$ cat config.mk
export PLATFORM = sky130hd
export DESIGN_NAME = txbd_sequencer
export DESIGN_NICKNAME = d
export VERILOG_FILES = /design/src/rtl/txbd_pkg.sv /design/src/rtl/txbd_table.sv /design/src/rtl/txbd_bytemem.sv /design/src/rtl/txbd_fsm.sv /design/src/rtl/txbd_sequencer.sv
export SDC_FILE = /design/constraint.sdc
export NUM_CORES = 2
export LEC_CHECK = 0
export ABC_AREA = 1
export BUFFER_PORTS_ARGS = -buffer_cell sky130_fd_sc_hd__buf_2
export CAP_MARGIN = 10
export CORE_ASPECT_RATIO = 0.9
export CORE_MARGIN = 1
export CORE_UTILIZATION = 40
export DETAILED_ROUTE_END_ITERATION = 6
export GPL_ROUTABILITY_DRIVEN = 0
export PLACE_DENSITY = 0.51
export SETUP_SLACK_MARGIN = 0.2
export SKIP_LAST_GASP = 1
export SYNTH_ARGS = -nofsm -noshare
export SYNTH_HDL_FRONTEND = slang
export SYNTH_SLANG_ARGS = --single-unit
$ cat constraint.sdc
create_clock -name clk -period 3.9 [get_ports clk]
set_input_delay 0.39 -clock clk [delete_from_list [all_inputs] [get_ports clk]]
set_output_delay 0.39 -clock clk [all_outputs]
set_load 0.005 [all_outputs]
$ cat src/rtl/txbd_pkg.sv
package txbd_pkg;

  localparam int STAT_W = 2;
  localparam logic [STAT_W-1:0] STAT_SENT = 2'b01;
  localparam logic [STAT_W-1:0] STAT_UNDR = 2'b10;

  typedef enum logic [1:0] {
    ST_POLL,
    ST_SEND,
    ST_END,
    ST_CLOSE
  } seq_st_e;

  typedef struct packed {
    logic ready;
    logic last;
    logic intr;
    logic wrap;
  } bd_flags_t;

  // index that follows a released descriptor
  function automatic int unsigned bd_next(input int unsigned cur, input logic wrap,
                                          input int unsigned depth);
    return (wrap || cur == depth - 1) ? 0 : cur + 1;
  endfunction

  // true when byte number cnt is the final one of a len-byte buffer
  function automatic logic is_final(input int unsigned cnt, input int unsigned len);
    return (cnt + 1) == len;
  endfunction

endpackage

$ cat src/rtl/txbd_table.sv
module txbd_table import txbd_pkg::*; #(
  parameter int DEPTH  = 8,
  parameter int LEN_W  = 8,
  parameter int ADDR_W = 8,
  localparam int IDX_W = (DEPTH > 1) ? $clog2(DEPTH) : 1
) (
  input  logic              clk,
  input  logic              rst_n,
  input  logic              cw_en,
  input  logic [IDX_W-1:0]  cw_idx,
  input  bd_flags_t         cw_flags,
  input  logic [LEN_W-1:0]  cw_len,
  input  logic [ADDR_W-1:0] cw_addr,
  input  logic              sq_we,
  input  logic              sq_stat_en,
  input  logic [STAT_W-1:0] sq_stat,
  input  logic [IDX_W-1:0]  sq_idx,
  output bd_flags_t         sq_flags,
  output logic [LEN_W-1:0]  sq_len,
  output logic [ADDR_W-1:0] sq_addr,
  input  logic [IDX_W-1:0]  rd_idx,
  output logic              rd_ready,
  output logic [STAT_W-1:0] rd_status
);

  bd_flags_t         flags_q [DEPTH];
  logic [LEN_W-1:0]  len_q   [DEPTH];
  logic [ADDR_W-1:0] addr_q  [DEPTH];
  logic [STAT_W-1:0] stat_q  [DEPTH];

  always_ff @(posedge clk or negedge rst_n) begin
    if (!rst_n) begin
      for (int i = 0; i < DEPTH; i++) begin
        flags_q[i] <= '0;
        len_q[i]   <= '0;
        addr_q[i]  <= '0;
        stat_q[i]  <= '0;
      end
    end else begin
      for (int i = 0; i < DEPTH; i++) begin
        if (cw_en && cw_idx == IDX_W'(i)) begin
          flags_q[i] <= cw_flags;
          len_q[i]   <= cw_len;
          addr_q[i]  <= cw_addr;
          stat_q[i]  <= '0;
        end else if (sq_we && sq_idx == IDX_W'(i)) begin
          flags_q[i].ready <= 1'b0;
          if (sq_stat_en) stat_q[i] <= sq_stat;
        end
      end
    end
  end

  assign sq_flags  = flags_q[sq_idx];
  assign sq_len    = len_q[sq_idx];
  assign sq_addr   = addr_q[sq_idx];
  assign rd_ready  = flags_q[rd_idx].ready;
  assign rd_status = stat_q[rd_idx];

endmodule

$ cat src/rtl/txbd_bytemem.sv
module txbd_bytemem #(
  parameter int ADDR_W = 8,
  localparam int WORDS = 2 ** ADDR_W
) (
  input  logic              clk,
  input  logic              we,
  input  logic [ADDR_W-1:0] waddr,
  input  logic [7:0]        wdata,
  input  logic [ADDR_W-1:0] raddr,
  output logic [7:0]        rdata
);

  logic [7:0] mem_q [WORDS];

  always_ff @(posedge clk) begin
    if (we) mem_q[waddr] <= wdata;
  end

  assign rdata = mem_q[raddr];

endmodule

$ cat src/rtl/txbd_fsm.sv
module txbd_fsm import txbd_pkg::*; #(
  parameter int DEPTH  = 8,
  parameter int LEN_W  = 8,
  parameter int ADDR_W = 8,
  localparam int IDX_W = (DEPTH > 1) ? $clog2(DEPTH) : 1
) (
  input  logic              clk,
  input  logic              rst_n,
  input  bd_flags_t         bd_flags,
  input  logic [LEN_W-1:0]  bd_len,
  input  logic [ADDR_W-1:0] bd_addr,
  input  logic              out_ready,
  input  logic              close_done,
  output logic [IDX_W-1:0]  cur_idx,
  output logic [ADDR_W-1:0] byte_addr,
  output logic              out_valid,
  output logic              out_last,
  output logic              out_abort,
  output logic              wb_we,
  output logic              wb_stat_en,
  output logic [STAT_W-1:0] wb_stat,
  output logic              irq,
  output logic              irq_frame,
  output logic              fin_evt,
  output logic              und_evt
);

  seq_st_e           st_q;
  logic [IDX_W-1:0]  cur_q;
  logic [ADDR_W-1:0] base_q;
  logic [LEN_W-1:0]  len_q;
  logic [LEN_W-1:0]  cnt_q;
  logic              last_q, intr_q, wrap_q;
  logic              mid_q;
  logic              final_byte;
  logic              poll_hit;

  assign poll_hit   = (st_q == ST_POLL) && bd_flags.ready;
  assign und_evt    = (st_q == ST_POLL) && !bd_flags.ready && mid_q && out_ready;
  assign fin_evt    = (st_q == ST_END) || ((st_q == ST_CLOSE) && close_done);
  assign final_byte = is_final(32'(cnt_q), 32'(len_q));

  assign cur_idx    = cur_q;
  assign byte_addr  = base_q + ADDR_W'(cnt_q);
  assign out_valid  = (st_q == ST_SEND);
  assign out_last   = out_valid && last_q && final_byte;
  assign out_abort  = und_evt;

  assign wb_we      = fin_evt || und_evt;
  assign wb_stat_en = und_evt || (fin_evt && last_q);
  assign wb_stat    = und_evt ? STAT_UNDR : STAT_SENT;
  assign irq        = fin_evt && intr_q;
  assign irq_frame  = irq && last_q;

  always_ff @(posedge clk or negedge rst_n) begin
    if (!rst_n) begin
      st_q   <= ST_POLL;
      cur_q  <= '0;
      base_q <= '0;
      len_q  <= '0;
      cnt_q  <= '0;
      last_q <= 1'b0;
      intr_q <= 1'b0;
      wrap_q <= 1'b0;
      mid_q  <= 1'b0;
    end else begin
      unique case (st_q)
        ST_POLL: begin
          if (poll_hit) begin
            base_q <= bd_addr;
            len_q  <= bd_len;
            cnt_q  <= '0;
            last_q <= bd_flags.last;
            intr_q <= bd_flags.intr;
            wrap_q <= bd_flags.wrap;
            if (bd_len == '0) st_q <= bd_flags.last ? ST_CLOSE : ST_END;
            else              st_q <= ST_SEND;
          end else if (und_evt) begin
            mid_q <= 1'b0;
          end
        end
        ST_SEND: begin
          if (out_ready) begin
            cnt_q <= cnt_q + 1'b1;
            if (final_byte) st_q <= last_q ? ST_CLOSE : ST_END;
          end
        end
        ST_END, ST_CLOSE: begin
          if (fin_evt) begin
            cur_q <= IDX_W'(bd_next(32'(cur_q), wrap_q, DEPTH));
            mid_q <= !last_q;
            st_q  <= ST_POLL;
          end
        end
        default: st_q <= ST_POLL;
      endcase
    end
  end

endmodule

$ cat src/rtl/txbd_sequencer.sv
module txbd_sequencer import txbd_pkg::*; #(
  parameter int DEPTH  = 8,
  parameter int LEN_W  = 8,
  parameter int ADDR_W = 8,
  localparam int IDX_W = (DEPTH > 1) ? $clog2(DEPTH) : 1
) (
  input  logic              clk,
  input  logic              rst_n,
  input  logic              cw_en,
  input  logic [IDX_W-1:0]  cw_idx,
  input  logic              cw_ready,
  input  logic              cw_last,
  input  logic              cw_intr,
  input  logic              cw_wrap,
  input  logic [LEN_W-1:0]  cw_len,
  input  logic [ADDR_W-1:0] cw_addr,
  input  logic              bw_en,
  input  logic [ADDR_W-1:0] bw_addr,
  input  logic [7:0]        bw_data,
  input  logic [IDX_W-1:0]  rd_idx,
  output logic              rd_ready,
  output logic [1:0]        rd_status,
  output logic              out_valid,
  input  logic              out_ready,
  output logic [7:0]        out_data,
  output logic              out_last,
  output logic              out_abort,
  input  logic              close_done,
  output logic              irq,
  output logic              irq_frame
);

  bd_flags_t         cw_flags;
  bd_flags_t         cur_flags;
  logic [LEN_W-1:0]  cur_len;
  logic [ADDR_W-1:0] cur_addr;
  logic [IDX_W-1:0]  cur_idx;
  logic [ADDR_W-1:0] byte_addr;
  logic              wb_we, wb_stat_en;
  logic [STAT_W-1:0] wb_stat;
  logic              fin_evt, und_evt;

  assign cw_flags = '{ready: cw_ready, last: cw_last, intr: cw_intr, wrap: cw_wrap};

  txbd_table #(.DEPTH(DEPTH), .LEN_W(LEN_W), .ADDR_W(ADDR_W)) u_table (
    .clk       (clk),
    .rst_n     (rst_n),
    .cw_en     (cw_en),
    .cw_idx    (cw_idx),
    .cw_flags  (cw_flags),
    .cw_len    (cw_len),
    .cw_addr   (cw_addr),
    .sq_we     (wb_we),
    .sq_stat_en(wb_stat_en),
    .sq_stat   (wb_stat),
    .sq_idx    (cur_idx),
    .sq_flags  (cur_flags),
    .sq_len    (cur_len),
    .sq_addr   (cur_addr),
    .rd_idx    (rd_idx),
    .rd_ready  (rd_ready),
    .rd_status (rd_status)
  );

  txbd_bytemem #(.ADDR_W(ADDR_W)) u_mem (
    .clk  (clk),
    .we   (bw_en),
    .waddr(bw_addr),
    .wdata(bw_data),
    .raddr(byte_addr),
    .rdata(out_data)
  );

  txbd_fsm #(.DEPTH(DEPTH), .LEN_W(LEN_W), .ADDR_W(ADDR_W)) u_fsm (
    .clk       (clk),
    .rst_n     (rst_n),
    .bd_flags  (cur_flags),
    .bd_len    (cur_len),
    .bd_addr   (cur_addr),
    .out_ready (out_ready),
    .close_done(close_done),
    .cur_idx   (cur_idx),
    .byte_addr (byte_addr),
    .out_valid (out_valid),
    .out_last  (out_last),
    .out_abort (out_abort),
    .wb_we     (wb_we),
    .wb_stat_en(wb_stat_en),
    .wb_stat   (wb_stat),
    .irq       (irq),
    .irq_frame (irq_frame),
    .fin_evt   (fin_evt),
    .und_evt   (und_evt)
  );

endmodule

==> flow_summary.ini <==
[cells_and_area]
nNetsFinal = 9942
layout_common_cells = nand2_1 (3,060), edfxtp_1 (2,048), nor2_1 (1,010), nand3_1 (885), inv_1 (806)
drive_above_1_share_pct = 11.1
syn_to_final_growth_pct = 16.3
final_common_cell = nand2_1
multiInputGateArea_sq_um = 26100
num-fill-cells = 22300
regArea_sq_um = 66700

[synthesis]
synth_ff_type = edfxtp_1
synth_area_sq_um = 97700
synth_cell_type_count = 37
synth_top_area_share_pct = 62.9
synthesis.instances = 9588
syn_area_per_cell_sq_um = 10.2
synth_nets = 9651
seq_area_frac_synth_pct = 68.3
synth_largest_area_cell = edfxtp_1
yosys-top-cells-area = edfxtp_1 (63%), nand2_1 (12%), dfrtp_1 (5.4%)
synthArstFlopShare_pct = 9.26
ys_seq_elements = 2257
yosys_warnings = 0
synth_edf_count = 2048

[grt]
first_global_vias = 66400
gr-total-overflow = 0
grt_pass1_wl_mm = 443
track_usage_pct = 24.1
grt_antenna_before_repair = 16
grt_max_degree = 91

[clock_tree]
clock-sinks = 2257
clk-insertion-delay-late_ns = 0.89
path_clk_slew_ns = 0.06
cts_buffers = 241
clockBufferDepth = 4
cts_root_buf = clkbuf_16
ctsHtreeMaxLevel = 4
cts_tree = yes

[floorplan]
dieArea_sq_um = 246000
io_pins = 64
die_h_um = 471
start_util_pct = 40.4
fp-row-count = 171
core_area_sq_um = 242000
die_w_um = 523

[status]
status = finished with violations
violations = setup timing

[sta]
finalSetupViolations = 8
rsz0062_at_grt = yes
holdWs_ns = 0.0585
slew_viol_final = 0
period_share_pct = 118
fin_skew_ns = 0.0388
setup_slack_ns = -0.691
max_freq_ghz = 0.218
min_period_ns = 4.59
tightestPinTransition_ns = 1.04
slew_headroom_pct = 30.4
hold_viol = 0

[placed_design]
port_buffers = 63
place_hpwl_mm = 182

[detailed_routing]
postRouteAntennaNets = 0
wl_per_cell_um = 22.5
drt_iter0_drc = 7126
vias_per_cell = 5.19
route.detailed.drc = 0
wl_met2_mm = 134
wl_mm = 299
top_layer = met5
via_count = 68900
wl_met3_mm = 19.7
met1_length_mm = 136
drt-pass1-iter-count = 6

[worst_setup_path]
worstSetupPathType = register to primary output
start_kind = register
worstPathMaxFanout = 9
critPathMostFrequentCell = nand3_1
crit_required_ns = 3.51
crit_chain = ha_4 -> inv_2 -> fa_4 -> buf_12 -> buf_8 -> buf_4 -> nor2_1 -> o21ai_0 -> nand2_1 -> nand2_1 -> nand3_1 -> nand3_2 -> nand3_1 -> nand3_1 -> nand2_2 -> nand2_4 -> nand2_2 -> buf_6
crit_path_end_kind = primary output
cpMaxStageDelayCell = fa_4
crit_arrival_ns = 4.20
worst_path_largest_cell_delay_ns = 0.78

[power_and_ir_drop]
leakagePower_uw = 0.0458
total_power_uw = 103000
vdd_drop_max_v = 0.000780
power_density_nw_per_um2 = 908

[job]
maxCapViolations = 0

[worst_hold_path]
worstHoldPathType = input port to register
per-layer routing:
layer | vias to the layer above | track usage, %
met5 | - | 0
met4 | 4 | 7.45
met3 | 430 | 3.33
met2 | 2336 | 36.9
met1 | 33800 | 35.4
li1 | 32300 | -
critical path: cells and delay by family, from the launching register on:
family / cells / cell delay [ns]
AOI/OAI and AO/OA: 1 / 0.16
adders and majority gates: 2 / 0.93
buffers and inverters: 5 / 0.71
DFF: 1 / 0.40
and+or+nand+nor: 10 / 1.10
layout make-up:
cell class / instances / area share, %
clock inverter: 107 / 0.865
timing repair buffer: 595 / 5.52
timing repair inverter: 1 / 0.0143
multi-input combinational: 5967 / 22.9
antenna: 11 / 0.0242
inverter: 816 / 2.73
sequential: 2257 / 58.7
tap: 3200 / 3.52
clock buffer: 322 / 5.71
cells in the mapped netlist, types with 8 or more instances:
| cell | instances |
|---|---|
| a21oi_1 | 16 |
| buf_1 | 40 |
| buf_2 | 234 |
| buf_4 | 25 |
| buf_6 | 44 |
| clkbuf_1 | 204 |
| dfrtp_1 | 209 |
| edfxtp_1 | 2048 |
| ha_1 | 14 |
| inv_1 | 809 |
| nand2_1 | 3105 |
| nand3_1 | 1003 |
| nor2_1 | 1014 |
| o211ai_1 | 31 |
| o21a_1 | 8 |
| o21ai_0 | 568 |
| o21ai_1 | 71 |
| o22ai_1 | 33 |
| or2_1 | 21 |
| or2_2 | 50 |
where the power goes:
part	switching, uW	internal, uW	total [uW]
clock	9470	12800	22200
combinational	35400	18300	53700
sequential	317	27000	27300
total	45200	58000	103000
path summary, 6_finish.rpt:
path	startpoint	endpoint	slack, ns	depth (start not counted)
setup / recovery	u_fsm.cnt_q[0]	out_data[1]	-0.69	18
hold / removal	bw_data[1]	u_mem.mem_q[52][1]	0.06	1
setup reg to reg	u_fsm.cur_idx[0]	u_fsm.base_q[0]	1.25	7
hold reg to reg	u_table.flags_q[4]	u_table.flags_q[4]	0.48	2
max in group asynchronous	rst_n	u_table.flags_q[15]	2.71	3
min in group asynchronous	rst_n	u_table.stat_q[14]	0.14	2
state kept, by name, summed over array words and instances, names as in the netlist:
name and count:
u_table.stat_q 16, u_table.addr_q 64, u_fsm.base_q 8, u_fsm.st_q 2
u_fsm.cnt_q 8, u_fsm.last_q 1, u_mem.mem_q 2048, u_table.flags_q 32
u_fsm.intr_q 1, u_table.len_q 64, u_fsm.mid_q 1, u_fsm.len_q 8
u_fsm.wrap_q 1, u_fsm.cur_idx 3
cells by family (layout without fill, tap and decap cells):
group / count (synthesis) / count (layout) / synth area share (%)
AOI/OAI and AO/OA: 735 / 735 / 3.93
xor gates and xnor gates: 12 / 12 / 0.115
adders and majority gates: 15 / 15 / 0.200
buffers and inverters: 1364 / 1841 / 5.99
DFF: 2257 / 2257 / 68.3
other: 0 / 11 / 0
and+or+nand+nor: 5205 / 5205 / 21.5
stage by stage:
step / area (sq um) / setup WS, ns / cells / TNS [ns] / util, %
2_1_floorplan: 97700 / 1.03 / 9588 / 0 / -
3_3_place_gp: 104000 / -0.197 / 12800 / -1.27 / 43.0
3_5_place_dp: 104000 / -0.208 / 12800 / -1.29 / 43.0
4_1_cts: 113000 / -0.769 / 13300 / -5.92 / 46.8
5_1_grt: 114000 / -0.792 / 13300 / -6.21 / 47.0
6_report: 114000 / -0.691 / 13300 / -5.24 / 47.0
repair_timing:
action / CTS / global route
cloned: 15 / 3
endpoints found under the setup margin: 9 / 8
resized for setup: 208 / 61
buffers inserted: 15 / 4
hold buffers: 26 / 0
pin swaps: 45 / 24
hold endpoints to repair: 313 / 0
Power figures use the tool's default switching activity.
